===== src/rtl/drm_pkg.sv =====
// Package: shared types for the load return latency controller.
// Assumes: nothing beyond IEEE 1800-2017.
package drm_pkg;

    // One in-flight hit load, one cycle after its access.
    typedef struct packed {
        logic vld;   // a hit load was accessed in the previous cycle
        logic dly;   // it takes the delayed (two-cycle) path
    } ret_slot_t;

endpackage


===== src/rtl/drm_mode_ctrl.sv =====
// Module: drm_mode_ctrl
// Decides per hit load whether it returns at normal or delayed latency,
// and holds the sticky delayed-return mode flag.
// Assumes: at most one load access per cycle; pend_dly is high when a
// delayed return is due in the next cycle.
module drm_mode_ctrl (
    input  logic clk,
    input  logic rst_n,
    input  logic ld_valid,
    input  logic ld_signed,
    input  logic ld_hit,
    input  logic pend_dly,
    output logic acc_ret,
    output logic acc_dly,
    output logic mode
);

    logic mode_q;
    logic sgn_hit;
    logic exit_ok;

    // Classify the access of this cycle.
    always_comb begin
        acc_ret = ld_valid & ld_hit;
        sgn_hit = acc_ret & ld_signed;
        exit_ok = acc_ret & ~ld_signed & mode_q & ~pend_dly;
        acc_dly = sgn_hit | (acc_ret & mode_q & pend_dly);
    end

    // Sticky mode flag: set by a signed hit, cleared by a clean normal return.
    always_ff @(posedge clk) begin
        if (!rst_n)
            mode_q <= 1'b0;
        else if (sgn_hit)
            mode_q <= 1'b1;
        else if (exit_ok)
            mode_q <= 1'b0;
    end

    assign mode = mode_q;

    a_r2_enter_mode: assert property (@(posedge clk) disable iff (!rst_n)
        (ld_valid && ld_hit && ld_signed) |=> mode);

    a_r5_exit_mode: assert property (@(posedge clk) disable iff (!rst_n)
        (ld_valid && ld_hit && !ld_signed && mode && !pend_dly) |=> !mode);

    a_r6_stay_mode: assert property (@(posedge clk) disable iff (!rst_n)
        (ld_valid && ld_hit && mode && pend_dly) |=> mode);

    a_r7_miss_hold: assert property (@(posedge clk) disable iff (!rst_n)
        !(ld_valid && ld_hit) |=> $stable(mode));

endmodule


===== src/rtl/drm_ret_pipe.sv =====
// Module: drm_ret_pipe
// Tracks in-flight hit loads and keeps the one-deep holding register
// for the delayed path.
// Assumes: cache_rdata carries the data for the load accessed one cycle earlier.
module drm_ret_pipe
    import drm_pkg::*;
#(
    parameter int DW = 32
) (
    input  logic          clk,
    input  logic          rst_n,
    input  logic          acc_ret,
    input  logic          acc_dly,
    input  logic [DW-1:0] cache_rdata,
    output logic          norm_vld,
    output logic          dly_vld,
    output logic [DW-1:0] dly_data,
    output logic          pend_dly
);

    ret_slot_t     s1_q;
    logic          s2_q;
    logic [DW-1:0] hold_q;

    // Stage one: remember the access decision for one cycle.
    always_ff @(posedge clk) begin
        if (!rst_n)
            s1_q <= '0;
        else
            s1_q <= '{vld: acc_ret, dly: acc_dly};
    end

    // Stage two: delayed return is due one cycle after stage one.
    always_ff @(posedge clk) begin
        if (!rst_n)
            s2_q <= 1'b0;
        else
            s2_q <= s1_q.vld & s1_q.dly;
    end

    // Holding register: capture cache data of a delayed load.
    always_ff @(posedge clk) begin
        if (!rst_n)
            hold_q <= '0;
        else if (s1_q.vld && s1_q.dly)
            hold_q <= cache_rdata;
    end

    assign norm_vld = s1_q.vld & ~s1_q.dly;
    assign pend_dly = s1_q.vld & s1_q.dly;
    assign dly_vld  = s2_q;
    assign dly_data = hold_q;

    a_r3_delayed_due: assert property (@(posedge clk) disable iff (!rst_n)
        (acc_ret && acc_dly) |=> ##1 dly_vld);

    a_r3_one_source: assert property (@(posedge clk) disable iff (!rst_n)
        !(norm_vld && dly_vld));

endmodule


===== src/rtl/drm_ret_mux.sv =====
// Module: drm_ret_mux
// Selects the source driving the shared return bus.
// Assumes: fill never coincides with a hit return (upstream guarantee).
module drm_ret_mux #(
    parameter int DW = 32
) (
    input  logic          clk,
    input  logic          rst_n,
    input  logic          norm_vld,
    input  logic          dly_vld,
    input  logic [DW-1:0] cache_rdata,
    input  logic [DW-1:0] dly_data,
    input  logic          fill_valid,
    input  logic [DW-1:0] fill_data,
    output logic          ret_valid,
    output logic [DW-1:0] ret_data,
    output logic          ret_dly_sel,
    output logic          ret_from_fill
);

    // Drive the return bus from whichever source is active.
    always_comb begin
        ret_valid     = norm_vld | dly_vld | fill_valid;
        ret_dly_sel   = dly_vld;
        ret_from_fill = fill_valid & ~(norm_vld | dly_vld);
        if (dly_vld)
            ret_data = dly_data;
        else if (norm_vld)
            ret_data = cache_rdata;
        else if (fill_valid)
            ret_data = fill_data;
        else
            ret_data = '0;
    end

    a_r8_fill_alone: assert property (@(posedge clk) disable iff (!rst_n)
        fill_valid |-> !(norm_vld || dly_vld));

endmodule


===== src/rtl/drm_load_return.sv =====
// Module: drm_load_return (top)
// Load return latency controller: normal returns one cycle after a hit
// access, delayed returns two cycles after, with a sticky delayed mode.
// Assumes: one access per cycle, cache data one cycle after access,
// fills never collide with hit returns.
module drm_load_return #(
    parameter int DW = 32
) (
    input  logic          clk,
    input  logic          rst_n,
    input  logic          ld_valid,
    input  logic          ld_signed,
    input  logic          ld_hit,
    input  logic [DW-1:0] cache_rdata,
    input  logic          fill_valid,
    input  logic [DW-1:0] fill_data,
    output logic          ret_valid,
    output logic [DW-1:0] ret_data,
    output logic          ret_dly_sel,
    output logic          ret_from_fill,
    output logic          dly_mode
);

    logic          acc_ret;
    logic          acc_dly;
    logic          pend_dly;
    logic          norm_vld;
    logic          dly_vld;
    logic [DW-1:0] dly_data;

    drm_mode_ctrl i_mode (
        .clk       (clk),
        .rst_n     (rst_n),
        .ld_valid  (ld_valid),
        .ld_signed (ld_signed),
        .ld_hit    (ld_hit),
        .pend_dly  (pend_dly),
        .acc_ret   (acc_ret),
        .acc_dly   (acc_dly),
        .mode      (dly_mode)
    );

    drm_ret_pipe #(.DW(DW)) i_pipe (
        .clk         (clk),
        .rst_n       (rst_n),
        .acc_ret     (acc_ret),
        .acc_dly     (acc_dly),
        .cache_rdata (cache_rdata),
        .norm_vld    (norm_vld),
        .dly_vld     (dly_vld),
        .dly_data    (dly_data),
        .pend_dly    (pend_dly)
    );

    drm_ret_mux #(.DW(DW)) i_mux (
        .clk           (clk),
        .rst_n         (rst_n),
        .norm_vld      (norm_vld),
        .dly_vld       (dly_vld),
        .cache_rdata   (cache_rdata),
        .dly_data      (dly_data),
        .fill_valid    (fill_valid),
        .fill_data     (fill_data),
        .ret_valid     (ret_valid),
        .ret_data      (ret_data),
        .ret_dly_sel   (ret_dly_sel),
        .ret_from_fill (ret_from_fill)
    );

    a_r4_normal_ret: assert property (@(posedge clk) disable iff (!rst_n)
        (ld_valid && ld_hit && !ld_signed && !dly_mode) |=> (ret_valid && !ret_dly_sel));

endmodule


===== config.mk =====
export PLATFORM = sky130hd
export DESIGN_NAME = drm_load_return
export DESIGN_NICKNAME = d
export VERILOG_FILES = /design/src/rtl/drm_pkg.sv /design/src/rtl/drm_mode_ctrl.sv /design/src/rtl/drm_ret_pipe.sv /design/src/rtl/drm_ret_mux.sv /design/src/rtl/drm_load_return.sv
export SDC_FILE = /design/constraint.sdc
export NUM_CORES = 1
export LEC_CHECK = 0
export BUFFER_PORTS_ARGS = -buffer_cell sky130_fd_sc_hd__buf_2
export CAP_MARGIN = 0
export CELL_PAD_IN_SITES_DETAIL_PLACEMENT = 0
export CELL_PAD_IN_SITES_GLOBAL_PLACEMENT = 1
export CORE_MARGIN = 1.5
export CORE_UTILIZATION = 28
export CTS_CLUSTER_DIAMETER = 80
export CTS_CLUSTER_SIZE = 12
export DETAILED_ROUTE_END_ITERATION = 12
export HOLD_SLACK_MARGIN = 0.12
export PLACE_DENSITY = 0.87
export SYNTH_ARGS = -nofsm -noshare
export SYNTH_HDL_FRONTEND = slang
export SYNTH_SLANG_ARGS = --single-unit

===== constraint.sdc =====
create_clock -name clk -period 1.2 [get_ports clk]
set_input_delay 0.24 -clock clk [delete_from_list [all_inputs] [get_ports clk]]
set_output_delay 0.24 -clock clk [all_outputs]
set_load 0.005 [all_outputs]

==> results by group, run 1 <==
Detailed routing
  – DR vias: 2,043
  – Initial DRC count: 45
  – Antenna Nets Post-Route: 0
  – Final WL: 5.658 mm
  – DRT Pass-1 Iters: 4
  – WL/cell: 12.92 um
  – Vias per inst: 4.664
  – Number of remaining DRC errors: 0

GRT
  – Number of global-route vias before repair: 1,780
  – Largest net degree at the start of global routing: 19
  – GRT overflow: 0
  – First-pass GRT wire length: 8.562 mm
  – Antenna violations before repair: 0
  – Tot GR Track Use: 0.1458

Setup path
  – Kind of critical path: flop to primary output
  – Critical Path Slowest Stage Cell: dfxtp_2
  – Arrival @ worst endpoint: 1520 ps
  – Bufs and invs on worst path: 3
  – Nature of the critical path startpoint: flop
  – Setup crit end kind: primary output
  – Slowest stage delay, CP: 340 ps
  – Crit-path cells: nor3b_4 > buf_6 > buf_8 > a22o_1 > a21o_2 > buf_2
  – Max FO, Critical Path: 7
  – Crit-path leading delay family: compound AO/OA/AOI/OAI gates
  – Worst EP required: 960 ps
  – R2r setup slk: 120 ps

Synth
  – Synthesized Nets: 299
  – Flops & latches, synth: 36
  – Sequential-to-total area share from yosys stat: 0.3655
  – Synth Cell Area: 1972 um2
  – Distinct cells, synth: 21
  – Cells after synthesis: 229
  – Avg Cell Area, Syn: 8.611 um2
  – Yosys warns: 0

Timing
  – Max Clock Freq: 569.1 MHz
  – Setup ws final: -557.0 ps
  – Clk_skew: 3.329 ps
  – Fin. Hold Viols: 0
  – RSZ-0062 raised after global routing: true
  – Fin Setup TNS: -17,380 ps
  – Part of the cycle the worst path needs: 1.464
  – Max-slew violation count: 0
  – Slew HR: 0.7932
  – Post-layout min period: 1757 ps
  – Worst-margin pin slew: 310.3 ps
  – Setup-failing EPs final: 34

CTS
  – # clock sinks: 36
  – Clk_lat worst skew: 280 ps
  – Clock Path Buffers: 2
  – CTS Hold Bufs: 0
  – Clock Tree Root: clkbuf_8
  – Clock Pin Slew Worst Setup and Hold Paths: 70 ps
  – CTS tree: done
  – # H-tree levels: 2
  – TritonCTS Buffers: 5

Min path
  – Worst min path class: input pin to flop

Power and ir drop
  – Cell leakage power: 1.445 nW
  – Peak supply drop: 420.2 uV
  – Cell area power density: 885.4 nW/um2
  – Total Power: 2.497 mW

Final layout
  – Footprint of the multi-input gates: 1119 um2
  – Fraction of layout cells with a size suffix above 1: 0.4181
  – Area grow syn2layout: 43.02%
  – Final net count: 412
  – Ant. Diodes: 0
  – FF+latch area: 724.4 um2
  – Filler Cell Count: 687

Place
  – Port bufs: 105
  – Post-detail-place hpwl: 3.840 mm
  – Routability cong.: 0.7489

Die
  – Die W: 86.92 um
  – Core Rows: 30
  – Initial core utilization: 0.2902
  – Die Height: 86.92 um
  – Area of the die: 7555 um2
  – Core area: 6794 um2
  – I/O pin total: 106

Outcome
  – Violated checks: negative setup slack
  – Run status: finished, violations left

Run
  – Max_cap viols: 0
cells in the final DEF, fill, tap and decap left out, types with 4 or more instances in the layout:
cell      Yosys  routed
a21boi_0     20      20
a21boi_1     12      12
a21o_1       30      30
a22o_1       32      32
buf_2         2     104
buf_4         2       8
buf_6         7       7
buf_8         0       4
clkbuf_8      0       5
dfxtp_1      36      33
nand2_1      66      66
registers in the layout (all words and copies together) (netlist names):
register         count
i_mode.mode          1
i_pipe.dly_data     32
i_pipe.dly_vld       1
i_pipe.s1_q          2
cells by family (layout without fill, tap and decap cells):
family,Yosys count,in the layout,share of synthesized area
AND/OR/NAND/NOR,74,74,0.1669
AO/OA/AOI/OAI,99,99,0.3978
flip-flops,36,36,0.3655
buffers and inverters,20,133,0.06980
worst paths after layout:
check / start / end / depth (start not counted)
min: cache_rdata[28] / i_pipe.dly_data[28]$_SDFFE_PN0P_ / 3
min reg2reg: i_pipe.dly_data[16]$_SDFFE_PN0P_ / i_pipe.dly_data[16]$_SDFFE_PN0P_ / 2
max: i_pipe.s1_q[1]$_SDFF_PN0_ / ret_data[30] / 6
max reg2reg: i_pipe.s1_q[0]$_SDFF_PN0_ / i_pipe.s1_q[0]$_SDFF_PN0_ / 4
power by group:
group	leakage, nW	total, mW	internal (mW)	switching, mW
Clock	0.0410	0.817	0.395	0.422
Combinational	1.11	0.470	0.278	0.193
Sequential	0.292	1.21	1.20	0.00672
Total	1.44	2.50	1.88	0.621
final cells by class:
type | count | share of cell area
clock buffer | 6 | 0.02573
sequential | 36 | 0.2569
multi-input combinational | 173 | 0.3966
clock inverter | 1 | 0.001775
timing repair buffer | 126 | 0.2764
tap | 96 | 0.04259
cells in the mapped netlist (all sizes together):
master   n  area share
a41o     1      0.0051
and2     1      0.0038
nor3b    2       0.019
and3     2      0.0070
a21oi    1      0.0025
dfxtp   36        0.37
buf     11       0.053
a22o    32        0.14
or3      1      0.0038
nand2   66        0.13
a21boi  32        0.12
clkbuf   9       0.017
a31oi    1      0.0032
nor2b    2      0.0076
a21o    32        0.12
per-layer routing:
metal  GRT usage  vias up  share of wire
met3     0.02938        8          0.063
met5           0        -              0
li1            -     1032              -
met2      0.2396       80           0.45
met4     0.05279        0          0.018
met1      0.1890      923           0.47
worst min-delay path: stages:
cell and delay (ps):
buf_2 100, nand2_1 50, a21boi_1 50
what timing repair did:
item,4_1_cts,5_1_grt
cloned,2,1
gates resized for setup,15,9
setup endpoints to repair,35,36
pin swaps,13,7
buffers inserted,2,2
through the flow:
step | instance area [um2] | cells | hold WS (ps) | setup slack (ps) | util
finish | 2820 | 438 | 199.7 | -557.0 | 0.4151
global route | 2820 | 438 | 184.0 | -622.8 | 0.4151
CTS | 2780 | 436 | 189.9 | -523.1 | 0.4092
detailed placement | 2630 | 425 | 447.8 | -255.2 | 0.3871
global placement | 2630 | 425 | 441.0 | -218.2 | 0.3871
floorplan | 1981 | 229 | 374.8 | -119.5 | -
Power figures use the tool's default switching activity.
==> run 2: changes to the inputs <==
--- a/config.mk
+++ b/config.mk
@@ -19,3 +19,4 @@
 export SYNTH_ARGS = -nofsm -noshare
 export SYNTH_HDL_FRONTEND = slang
 export SYNTH_SLANG_ARGS = --single-unit
+export TNS_END_PERCENT = 30
==> run 2 against run 1 <==
Highest routed layer unchanged. The run still ends with negative setup slack left. Largest power group unchanged. Combinational power fell by 9.6%. Via count down 4.1%. Non-clock buffer count shrank 8.
==> results by group, run 2 (synthesis gave the netlist of run 1 again) <==
Timing
  – Clk_skew: 10.66 ps
  – Max-slew violation count: 0
  – Setup-failing EPs final: 35
  – Setup ws final: -471.9 ps
  – Fin Setup TNS: -15,410 ps
  – Part of the cycle the worst path needs: 1.393
  – Post-layout min period: 1672 ps
  – RSZ-0062 raised after global routing: true
  – Slew HR: 0.8064
  – Fin. Hold Viols: 0
  – Worst-margin pin slew: 290.4 ps
  – Max Clock Freq: 598.1 MHz

Setup path
  – Max FO, Critical Path: 17
  – Slowest stage delay, CP: 360 ps
  – Nature of the critical path startpoint: flop
  – Arrival @ worst endpoint: 1430 ps
  – Setup crit end kind: primary output
  – Crit-path cells: nor3b_4 > buf_6 > a22o_1 > a21o_1 > buf_2
  – Kind of critical path: flop to primary output
  – Critical Path Slowest Stage Cell: dfxtp_2
  – Worst EP required: 960 ps

CTS
  – Clock Path Buffers: 2
  – # H-tree levels: 2
  – # clock sinks: 36
  – Clock Pin Slew Worst Setup and Hold Paths: 80 ps
  – TritonCTS Buffers: 5
  – Clk_lat worst skew: 290 ps
  – CTS tree: done
  – Clock Tree Root: clkbuf_8
  – Post-CTS setup buffer count: 0
  – CTS Hold Bufs: 0

Power and ir drop
  – Cell leakage power: 1.402 nW
  – Peak supply drop: 605.0 uV
  – Total Power: 2.689 mW
  – Cell area power density: 980.2 nW/um2

Outcome
  – Run status: finished, violations left
  – Violated checks: negative setup slack

Die
  – Core Rows: 30
  – Initial core utilization: 0.2902
  – Area of the die: 7555 um2
  – Core area: 6794 um2
  – I/O pin total: 106
  – Die Height: 86.92 um
  – Die W: 86.92 um

GRT
  – GRT overflow: 0
  – Largest net degree at the start of global routing: 19
  – First-pass GRT wire length: 7.900 mm
  – Number of global-route vias before repair: 1,717
  – Tot GR Track Use: 0.1333
  – Antenna violations before repair: 0

Min path
  – Worst min path class: input pin to flop

Place
  – Placed cells: 423
  – Worst slack at placement: -283.1 ps
  – Port bufs: 105
  – Routability cong.: 0.7255
  – Post-detail-place hpwl: 3.793 mm

Final layout
  – Area grow syn2layout: 39.15%
  – Final Util: 0.4039
  – Most frequent cells in the layout: 105 x buf_2, 66 x nand2_1, 33 x dfxtp_1
  – Fin cells: 431
  – Commonest non-fill, non-tap cell in the layout: buf_2
  – Ant. Diodes: 0
  – Max reg flops: 32
  – Fraction of layout cells with a size suffix above 1: 0.4090
  – Final net count: 404

Detailed routing
  – Vias per inst: 4.545
  – DR vias: 1,959
  – Final WL: 5.203 mm
  – Initial DRC count: 48
  – DRT Pass-1 Iters: 4
  – Number of remaining DRC errors: 0
  – Antenna Nets Post-Route: 0
  – WL/cell: 12.07 um

Run
  – Max_cap viols: 0
[run 2: cell count changes in the layout (fill, tap and decap cells not counted)]
cell and change:
buf_2 +1, buf_4 -2, bufinv_16 +1, dfxtp_4 +1, clkinvlp_4 +1, buf_12 -1, buf_8 -4, clkbuf_1 -1
buf_6 -2, dfxtp_2 -1
[run 2: cell type report]
type                       count  area (um2)
fill                         709        4050
multi-input combinational    173        1119
sequential                    36       726.9
timing repair buffer         118       666.9
tap                           96       120.1
clock buffer                   5       68.82
clock inverter                 3       42.54
[run 2: where the power goes]
group | switching, mW | internal (mW) | leakage [nW] | total, mW
combinational | 0.175 | 0.249 | 1.06 | 0.425
sequential | 0.00738 | 1.20 | 0.292 | 1.21
clock | 0.442 | 0.615 | 0.0541 | 1.06
total | 0.625 | 2.06 | 1.40 | 2.69
[run 2: final timing paths]
check / startpoint / endpoint / slack (ps) / cells past startpoint
min: cache_rdata[30] / i_pipe.dly_data[30]$_SDFFE_PN0P_ / 190 / 3
min reg2reg: i_pipe.dly_data[16]$_SDFFE_PN0P_ / i_pipe.dly_data[16]$_SDFFE_PN0P_ / 450 / 2
max: i_pipe.s1_q[0]$_SDFF_PN0_ / ret_data[16] / -470 / 5
max reg2reg: i_pipe.s1_q[0]$_SDFF_PN0_ / i_pipe.dly_data[23]$_SDFFE_PN0P_ / 100 / 4
[run 2: worst max-delay path: cells and delay by family, from the launching register on]
kind                   cells  cell delay [ps]
AOI/OAI and AO/OA          2              230
and+or+nand+nor            1              250
DFF                        1              360
buffers and inverters      2              300
[run 2: stage by stage]
stage | hold slack (ps) | instance area (um2)
final | 190.8 | 2744
after global routing | 190.6 | 2744
after CTS | 179.8 | 2733
after detailed placement | 446.9 | 2603
after global placement | 440.5 | 2603
after floorplan | 374.8 | 1978
[run 2: what timing repair did]
action,in CTS,in global routing
cloned,0,0
resized for setup,7,3
pin swaps,11,2
setup endpoints to repair,35,41
[run 2: layer usage]
metal | vias up | global-route usage | part of all wire
met4 | 0 | 0.04399 | 0.011
met2 | 75 | 0.2283 | 0.46
met5 | - | 0 | 0
li1 | 1022 | - | -
met3 | 4 | 0.03223 | 0.067
met1 | 858 | 0.1635 | 0.46
